`src/rtl/bank_addr_pkg.sv`:
```
package bank_addr_pkg;
  localparam int WORD_W = 16;
  localparam int BANK_W = 8;
  localparam int PAGE_W = 8;
  localparam int ADDR_W = WORD_W + BANK_W;
  localparam int MODE_W = 3;

  typedef enum logic [MODE_W-1:0] {
    MODE_DIR   = 3'd0,
    MODE_ABS   = 3'd1,
    MODE_ABS_X = 3'd2,
    MODE_ABS_Y = 3'd3,
    MODE_STK   = 3'd4,
    MODE_RSV5  = 3'd5,
    MODE_RSV6  = 3'd6,
    MODE_RSV7  = 3'd7
  } addr_mode_t;

  typedef struct packed {
    logic capture;
    logic emit;
    logic useHeld;
    logic slow;
  } gen_ctrl_t;
endpackage

```
`src/rtl/bank_addr_ctrl.sv`:
```
module bank_addr_ctrl
  import bank_addr_pkg::*;
(
  input  logic      clk,
  input  logic      rstN,
  input  logic      req,
  input  logic      pageMisaligned,
  output gen_ctrl_t ctrl
);
  typedef enum logic {ST_IDLE, ST_EXTRA} st_t;
  st_t state, stateNext;

  always_comb begin
    stateNext    = state;
    ctrl         = '0;
    unique case (state)
      ST_IDLE: begin
        if (req) begin
          if (pageMisaligned) begin
            ctrl.capture = 1'b1;
            stateNext    = ST_EXTRA;
          end else begin
            ctrl.emit = 1'b1;
          end
        end
      end
      ST_EXTRA: begin
        ctrl.emit    = 1'b1;
        ctrl.useHeld = 1'b1;
        ctrl.slow    = 1'b1;
        stateNext    = ST_IDLE;
      end
      default: stateNext = ST_IDLE;
    endcase
  end

  always_ff @(posedge clk) begin
    if (!rstN) state <= ST_IDLE;
    else       state <= stateNext;
  end

  // the extra cycle lasts exactly one cycle
  p_extra_single_r7: assert property (@(posedge clk) disable iff (!rstN)
    (state == ST_EXTRA) |=> (state == ST_IDLE));
  // requests seen while busy start nothing
  p_busy_ignores_r9: assert property (@(posedge clk) disable iff (!rstN)
    (state == ST_EXTRA && req) |=> (state == ST_IDLE && !ctrl.useHeld));
  // a fast request emits in the same cycle and never captures
  p_fast_emit_r6: assert property (@(posedge clk) disable iff (!rstN)
    (state == ST_IDLE && req && !pageMisaligned) |-> (ctrl.emit && !ctrl.capture));
endmodule

```
`src/rtl/bank_addr_dp.sv`:
```
module bank_addr_dp
  import bank_addr_pkg::*;
(
  input  logic              clk,
  input  logic              rstN,
  input  gen_ctrl_t         ctrl,
  input  logic [MODE_W-1:0] modeIn,
  input  logic [WORD_W-1:0] offIn,
  input  logic [WORD_W-1:0] xIn,
  input  logic [WORD_W-1:0] yIn,
  input  logic [WORD_W-1:0] spIn,
  input  logic [WORD_W-1:0] dprIn,
  input  logic [BANK_W-1:0] dtIn,
  output logic              pageMisaligned,
  output logic [ADDR_W-1:0] addrOut,
  output logic              validOut,
  output logic              slowOut
);
  localparam int DIR_W = WORD_W + 1;

  addr_mode_t        heldMode, srcMode;
  logic [WORD_W-1:0] heldOff, heldX, heldY, heldSp, heldDpr;
  logic [BANK_W-1:0] heldDt;
  logic [WORD_W-1:0] srcOff, srcX, srcY, srcSp, srcDpr;
  logic [BANK_W-1:0] srcDt;
  logic [ADDR_W-1:0] absBase, nextAddr;
  logic [DIR_W-1:0]  dirSum;
  logic [WORD_W-1:0] stkSum;

  assign pageMisaligned = (addr_mode_t'(modeIn) == MODE_DIR) && (dprIn[PAGE_W-1:0] != '0);

  always_ff @(posedge clk) begin
    if (!rstN) begin
      heldMode <= MODE_DIR;
      heldOff  <= '0; heldX <= '0; heldY <= '0;
      heldSp   <= '0; heldDpr <= '0; heldDt <= '0;
    end else if (ctrl.capture) begin
      heldMode <= addr_mode_t'(modeIn);
      heldOff  <= offIn; heldX <= xIn; heldY <= yIn;
      heldSp   <= spIn;  heldDpr <= dprIn; heldDt <= dtIn;
    end
  end

  always_comb begin
    if (ctrl.useHeld) begin
      srcMode = heldMode; srcOff = heldOff; srcX = heldX; srcY = heldY;
      srcSp = heldSp; srcDpr = heldDpr; srcDt = heldDt;
    end else begin
      srcMode = addr_mode_t'(modeIn); srcOff = offIn; srcX = xIn; srcY = yIn;
      srcSp = spIn; srcDpr = dprIn; srcDt = dtIn;
    end
  end

  always_comb begin
    absBase = {srcDt, srcOff};
    dirSum  = {1'b0, srcDpr} + {{(DIR_W-PAGE_W){1'b0}}, srcOff[PAGE_W-1:0]};
    stkSum  = srcSp + {{(WORD_W-PAGE_W){1'b0}}, srcOff[PAGE_W-1:0]};
    unique case (srcMode)
      MODE_DIR:   nextAddr = {{(ADDR_W-DIR_W){1'b0}}, dirSum};
      MODE_ABS_X: nextAddr = absBase + {{BANK_W{1'b0}}, srcX};
      MODE_ABS_Y: nextAddr = absBase + {{BANK_W{1'b0}}, srcY};
      MODE_STK:   nextAddr = {{BANK_W{1'b0}}, stkSum};
      default:    nextAddr = absBase;
    endcase
  end

  always_ff @(posedge clk) begin
    if (!rstN) begin
      addrOut  <= '0;
      validOut <= 1'b0;
      slowOut  <= 1'b0;
    end else begin
      validOut <= ctrl.emit;
      slowOut  <= ctrl.emit & ctrl.slow;
      if (ctrl.emit) addrOut <= nextAddr;
    end
  end

  // every emit becomes a strobe on the next cycle
  p_emit_strobe_r6: assert property (@(posedge clk) disable iff (!rstN)
    ctrl.emit |=> validOut);
  // the slow flag never appears without a strobe
  p_slow_with_valid_r7: assert property (@(posedge clk) disable iff (!rstN)
    slowOut |-> validOut);
  // direct results stay inside banks 0 and 1
  p_dir_bank_r2: assert property (@(posedge clk) disable iff (!rstN)
    (ctrl.emit && srcMode == MODE_DIR) |=> (addrOut[ADDR_W-1:DIR_W] == '0));
  // the address holds between results
  p_addr_hold_r8: assert property (@(posedge clk) disable iff (!rstN)
    !ctrl.emit |=> $stable(addrOut));
  // stack results stay in bank 0
  p_stk_bank_r5: assert property (@(posedge clk) disable iff (!rstN)
    (ctrl.emit && srcMode == MODE_STK) |=> (addrOut[ADDR_W-1:WORD_W] == '0));
endmodule

```
`src/rtl/bankAddrGen.sv`:
```
module bankAddrGen
  import bank_addr_pkg::*;
(
  input  logic              clk,
  input  logic              rstN,
  input  logic              req,
  input  logic [MODE_W-1:0] mode,
  input  logic [WORD_W-1:0] offset,
  input  logic [WORD_W-1:0] idxX,
  input  logic [WORD_W-1:0] idxY,
  input  logic [WORD_W-1:0] stackPtr,
  input  logic [WORD_W-1:0] pageBase,
  input  logic [BANK_W-1:0] bankByte,
  output logic [ADDR_W-1:0] addr,
  output logic              addrValid,
  output logic              slowPath
);
  gen_ctrl_t ctrl;
  logic      pageMisaligned;

  bank_addr_ctrl uCtrl (
    .clk(clk), .rstN(rstN), .req(req),
    .pageMisaligned(pageMisaligned), .ctrl(ctrl)
  );

  bank_addr_dp uDp (
    .clk(clk), .rstN(rstN), .ctrl(ctrl),
    .modeIn(mode), .offIn(offset), .xIn(idxX), .yIn(idxY),
    .spIn(stackPtr), .dprIn(pageBase), .dtIn(bankByte),
    .pageMisaligned(pageMisaligned),
    .addrOut(addr), .validOut(addrValid), .slowOut(slowPath)
  );
endmodule

```
`config.mk`:
```
export PLATFORM = sky130hd
export DESIGN_NAME = bankAddrGen
export DESIGN_NICKNAME = d
export VERILOG_FILES = /design/src/rtl/bank_addr_pkg.sv /design/src/rtl/bank_addr_ctrl.sv /design/src/rtl/bank_addr_dp.sv /design/src/rtl/bankAddrGen.sv
export SDC_FILE = /design/constraint.sdc
export NUM_CORES = 1
export LEC_CHECK = 0
export BUFFER_PORTS_ARGS = -buffer_cell sky130_fd_sc_hd__buf_4
export CELL_PAD_IN_SITES_DETAIL_PLACEMENT = 0
export CELL_PAD_IN_SITES_GLOBAL_PLACEMENT = 1
export CORE_ASPECT_RATIO = 1.5
export CORE_UTILIZATION = 43
export DETAILED_ROUTE_END_ITERATION = 16
export GPL_TIMING_DRIVEN = 0
export PLACE_DENSITY = 0.91
export SYNTH_ARGS = -nofsm -noshare
export SYNTH_HDL_FRONTEND = slang
export SYNTH_SLANG_ARGS = --single-unit
```
`constraint.sdc`:
```
create_clock -name clk -period 4.7 [get_ports clk]
set_input_delay 0.235 -clock clk [delete_from_list [all_inputs] [get_ports clk]]
set_output_delay 0.235 -clock clk [all_outputs]
set_load 0.02 [all_outputs]
```
==> flow_summary.toml <==
[worst_setup_path]
ff2ff_path_depth = 14
setup.worst_path.start_class = "flip-flop"
timing.setup.critical_path_class = "flip-flop to flip-flop"
r2r_slack_ns = 0.1
r2r_start = "uCtrl.state$_SDFF_PP0_"
slowest_delay_ns = 0.42
cp_top_family = "buffers and inverters"
worst-path-max-fanout = 10
crit_path_cells = "buf_6 > buf_4 > buf_2 > clkbuf_4 > buf_2 > mux2_2 > ha_1 > and2_1 > a221oi_1 > a21oi_2 > o2111a_1 > a211oi_1 > nor3b_1 > o211ai_1"
cp_num_buf_inv = 5
slowest_stage = "sky130_fd_sc_hd__a221oi_1"
cp_most_frequent_cell = "sky130_fd_sc_hd__buf_2"
timing.rr.end = "uDp.addrOut[15]$_SDFFE_PN0N_"
cp.arrival_ns = 4.90
timing.critical_path.to_type = "flip-flop"
worst-endpoint-required_ns = 5.00

[logic_synthesis]
yosys.area.top_type_share_pct = 31.11
async_sr_flop_fraction_pct = 0
post-synth-top-area-cell = "sky130_fd_sc_hd__dfxtp_1"
avgSynthCellArea_um2 = 8.035
synthCells = 945
synth_sequential_area_ratio_pct = 31.11
post_synth_num_cell_types = 71
post_synth_instance_area_mm2 = 0.007594
syn-num-nets = 1075
primary_ff_master_synth = "sky130_fd_sc_hd__dfxtp_1"
yosys_register_bits = 118
ys_warn_count = 0
edff_count_synth = 0
synthTopCellsByArea = "sky130_fd_sc_hd__dfxtp_1, sky130_fd_sc_hd__nand2_1, sky130_fd_sc_hd__a21oi_1"

[floorplan]
chipWidth_um = 110.5
fp-row-count = 59
ioPinCount = 120
core_area_mm2 = 0.01735
die_height_um = 164.8
fp.dieArea_mm2 = 0.01821
floorplan.initialDensity_pct = 43.77

[sta]
tightestPinTransition_ns = 0.9067
clock_skew_ns = 0.007416
timing.final.hold_violations = 0
final-setup-viol-count = 0
rsz_0062_raised_after_global_routing = "false"
maxClockFrequency_ghz = 0.2172
period_minus_slack_ns = 4.604
finalMaxSlewViolations = 0
final.period_utilization_pct = 97.96
slew-limit-headroom_pct = 37.83

[routing]
drt_iter0_markers = 555
drc = 0
drt-vias-per-instance = 6.055
route.vias.total = 7926
routed_wirelength_um = 26230
routedWlPerCell_um = 20.03
drt-pass1-iter-count = 8
final_antenna_net_count = 0

[layout]
antenna_cells = 0
most-common-layout-cells = "sky130_fd_sc_hd__nand2_1, sky130_fd_sc_hd__a21oi_1, sky130_fd_sc_hd__buf_4"
area_growth_syn_to_layout_pct = 23.58
fillers = 1658
design_area_mm2 = 0.009384
core_utilization_of_the_finished_layout_pct = 54.09
nNetsFinal = 1213
fraction_of_layout_cells_with_a_size_suffix_above_1_pct = 21.90
layout_commonest_cell = "sky130_fd_sc_hd__nand2_1"

[placed_design]
dp_hpwl_um = 20190
portBuffers = 119
cell_area_placed_mm2 = 0.008753
gp_congestion = 0.9310

[clock_network]
worst_setup_hold_path_clk_slew_ns = 0.06
tritoncts = "built"
cts_max_level = 4
clkLatencyLatePin_ns = 0.42
total_setup_buffers_inserted_after_cts = 0
numClockSinks = 118
cts_root_buffer = "sky130_fd_sc_hd__clkbuf_16"
clock_tree.buffer_depth = 2
numCtsBuffers = 17

[min_path]
holdPathStages = 3
holdPathEnd = "uDp.heldDpr[11]$_SDFFE_PN0P_"
worstHoldPathType = "input pin to flip-flop"
min-delay-start = "pageBase[11]"

[power_and_ir_drop]
power_leakage_nw = 3.571
ir_worst_vdd_v = 0.0002253
power_per_cell_area_mw_per_mm2 = 329.5
pwr_total_mw = 3.092

[global_routing]
global_route.usage.total_pct = 29.65
number_of_antenna_violations_at_the_first_check_in_global_routing = 0
grt_pass1_vias = 7673
grt_pass1_wl_um = 41450
globalRoute.totalOverflow = 0
grt_max_degree = 17

[flow_run]
maxCapViolCount = 0

[outcome]
status = "finished, final reports clean"
-- power by group --
group | total (mW) | leakage (nW) | internal [mW] | switching [mW]
clock | 1.35 | 0.295 | 0.857 | 0.496
combinational | 0.678 | 2.32 | 0.281 | 0.397
sequential | 1.06 | 0.959 | 1.04 | 0.0241
total | 3.09 | 3.57 | 2.18 | 0.917
-- logic make-up after synthesis --
group	share of synthesized area, %
buffers and inverters	3.806
muxes	13.48
and+or+nand+nor	19.25
xor gates and xnor gates	3.922
adders and majority gates	6.228
AOI/OAI and AO/OA	22.21
DFF	31.11
-- worst register-to-register path: stages (launching register included) --
cell and delay (ns):
sky130_fd_sc_hd__dfxtp_1 0.36, sky130_fd_sc_hd__buf_6 0.19, sky130_fd_sc_hd__buf_4 0.25, sky130_fd_sc_hd__buf_2 0.35, sky130_fd_sc_hd__clkbuf_4 0.36, sky130_fd_sc_hd__buf_2 0.31, sky130_fd_sc_hd__mux2_2 0.38, sky130_fd_sc_hd__ha_1 0.33
sky130_fd_sc_hd__and2_1 0.19, sky130_fd_sc_hd__a221oi_1 0.42, sky130_fd_sc_hd__a21oi_2 0.21, sky130_fd_sc_hd__o2111a_1 0.28, sky130_fd_sc_hd__a211oi_1 0.33, sky130_fd_sc_hd__nor3b_1 0.40, sky130_fd_sc_hd__o211ai_1 0.12
-- final cells by class --
| cell class | count | area (um2) | area share, % |
|---|---|---|---|
| Multi-Input combinational cell | 761 | 4961 | 52.87 |
| Timing Repair Buffer | 119 | 893.4 | 9.520 |
| Clock inverter | 13 | 155.1 | 1.653 |
| Buffer | 56 | 255.2 | 2.720 |
| Clock buffer | 19 | 452.9 | 4.827 |
| Inverter | 10 | 37.54 | 0.4000 |
| Tap cell | 213 | 266.5 | 2.840 |
| Sequential cell | 118 | 2362 | 25.17 |
-- how the worst max path moves through the flow --
stage,slack [ns],cells past startpoint,end,startpoint
2_1_floorplan,0.92,14,uDp.addrOut[19]$_SDFFE_PN0N_,uCtrl.state$_SDFF_PP0_
3_3_place_gp,0.02,16,uDp.addrOut[10]$_SDFFE_PN0N_,uCtrl.state$_SDFF_PP0_
3_5_place_dp,-0.05,16,uDp.addrOut[10]$_SDFFE_PN0N_,uCtrl.state$_SDFF_PP0_
4_1_cts,0.02,15,uDp.addrOut[14]$_SDFFE_PN0N_,uCtrl.state$_SDFF_PP0_
5_1_grt,0.01,14,uDp.addrOut[15]$_SDFFE_PN0N_,uCtrl.state$_SDFF_PP0_
6_report,0.1,14,uDp.addrOut[15]$_SDFFE_PN0N_,uCtrl.state$_SDFF_PP0_
-- Yosys cell counts (all sizes together), types with 15 or more instances --
cell,count
a21o,16
a21oi,137
buf,22
clkbuf,34
dfxtp,118
ha,33
mux2,39
mux2i,22
mux4,16
nand2,217
nand3,23
nor2,35
o21ai,51
xnor2,19
xor2,15
-- per-stage QoR --
step / cells / setup WS, ns / hold WS [ns] / setup TNS [ns]
after floorplan: 945 / 0.9161 / 0.3710 / 0
after global placement: 1277 / 0.01969 / 0.4380 / 0
after detailed placement: 1277 / -0.04909 / 0.4428 / -0.06319
after CTS: 1309 / 0.01986 / 0.05784 / 0
after global routing: 1309 / 0.01226 / 0.05938 / 0
final: 1309 / 0.09574 / 0.06369 / 0
-- layer usage --
metal,share of wire [%],GRT usage [%],vias up
met5,0,0,-
met4,5.4,18.30,0
met3,6.8,6.055,93
met2,49,51.81,376
met1,39,33.16,3767
li1,-,-,3690
-- sequential cells by signal, summed over array words and instances, names as in the netlist --
| name | count |
|---|---|
| uDp.heldOff | 16 |
| uDp.addrOut | 24 |
| uDp.heldX | 16 |
| uCtrl.state | 1 |
| uDp.validOut | 1 |
| uDp.heldMode | 3 |
| uDp.slowOut | 1 |
| uDp.heldDt | 8 |
| uDp.heldDpr | 16 |
| uDp.heldY | 16 |
| uDp.heldSp | 16 |
-- what timing repair did --
item / CTS / global route
hold buffers: 0 / 0
endpoints found under the setup margin: 2 / 12
resized for setup: 1 / 5
Power figures use the tool's default switching activity.
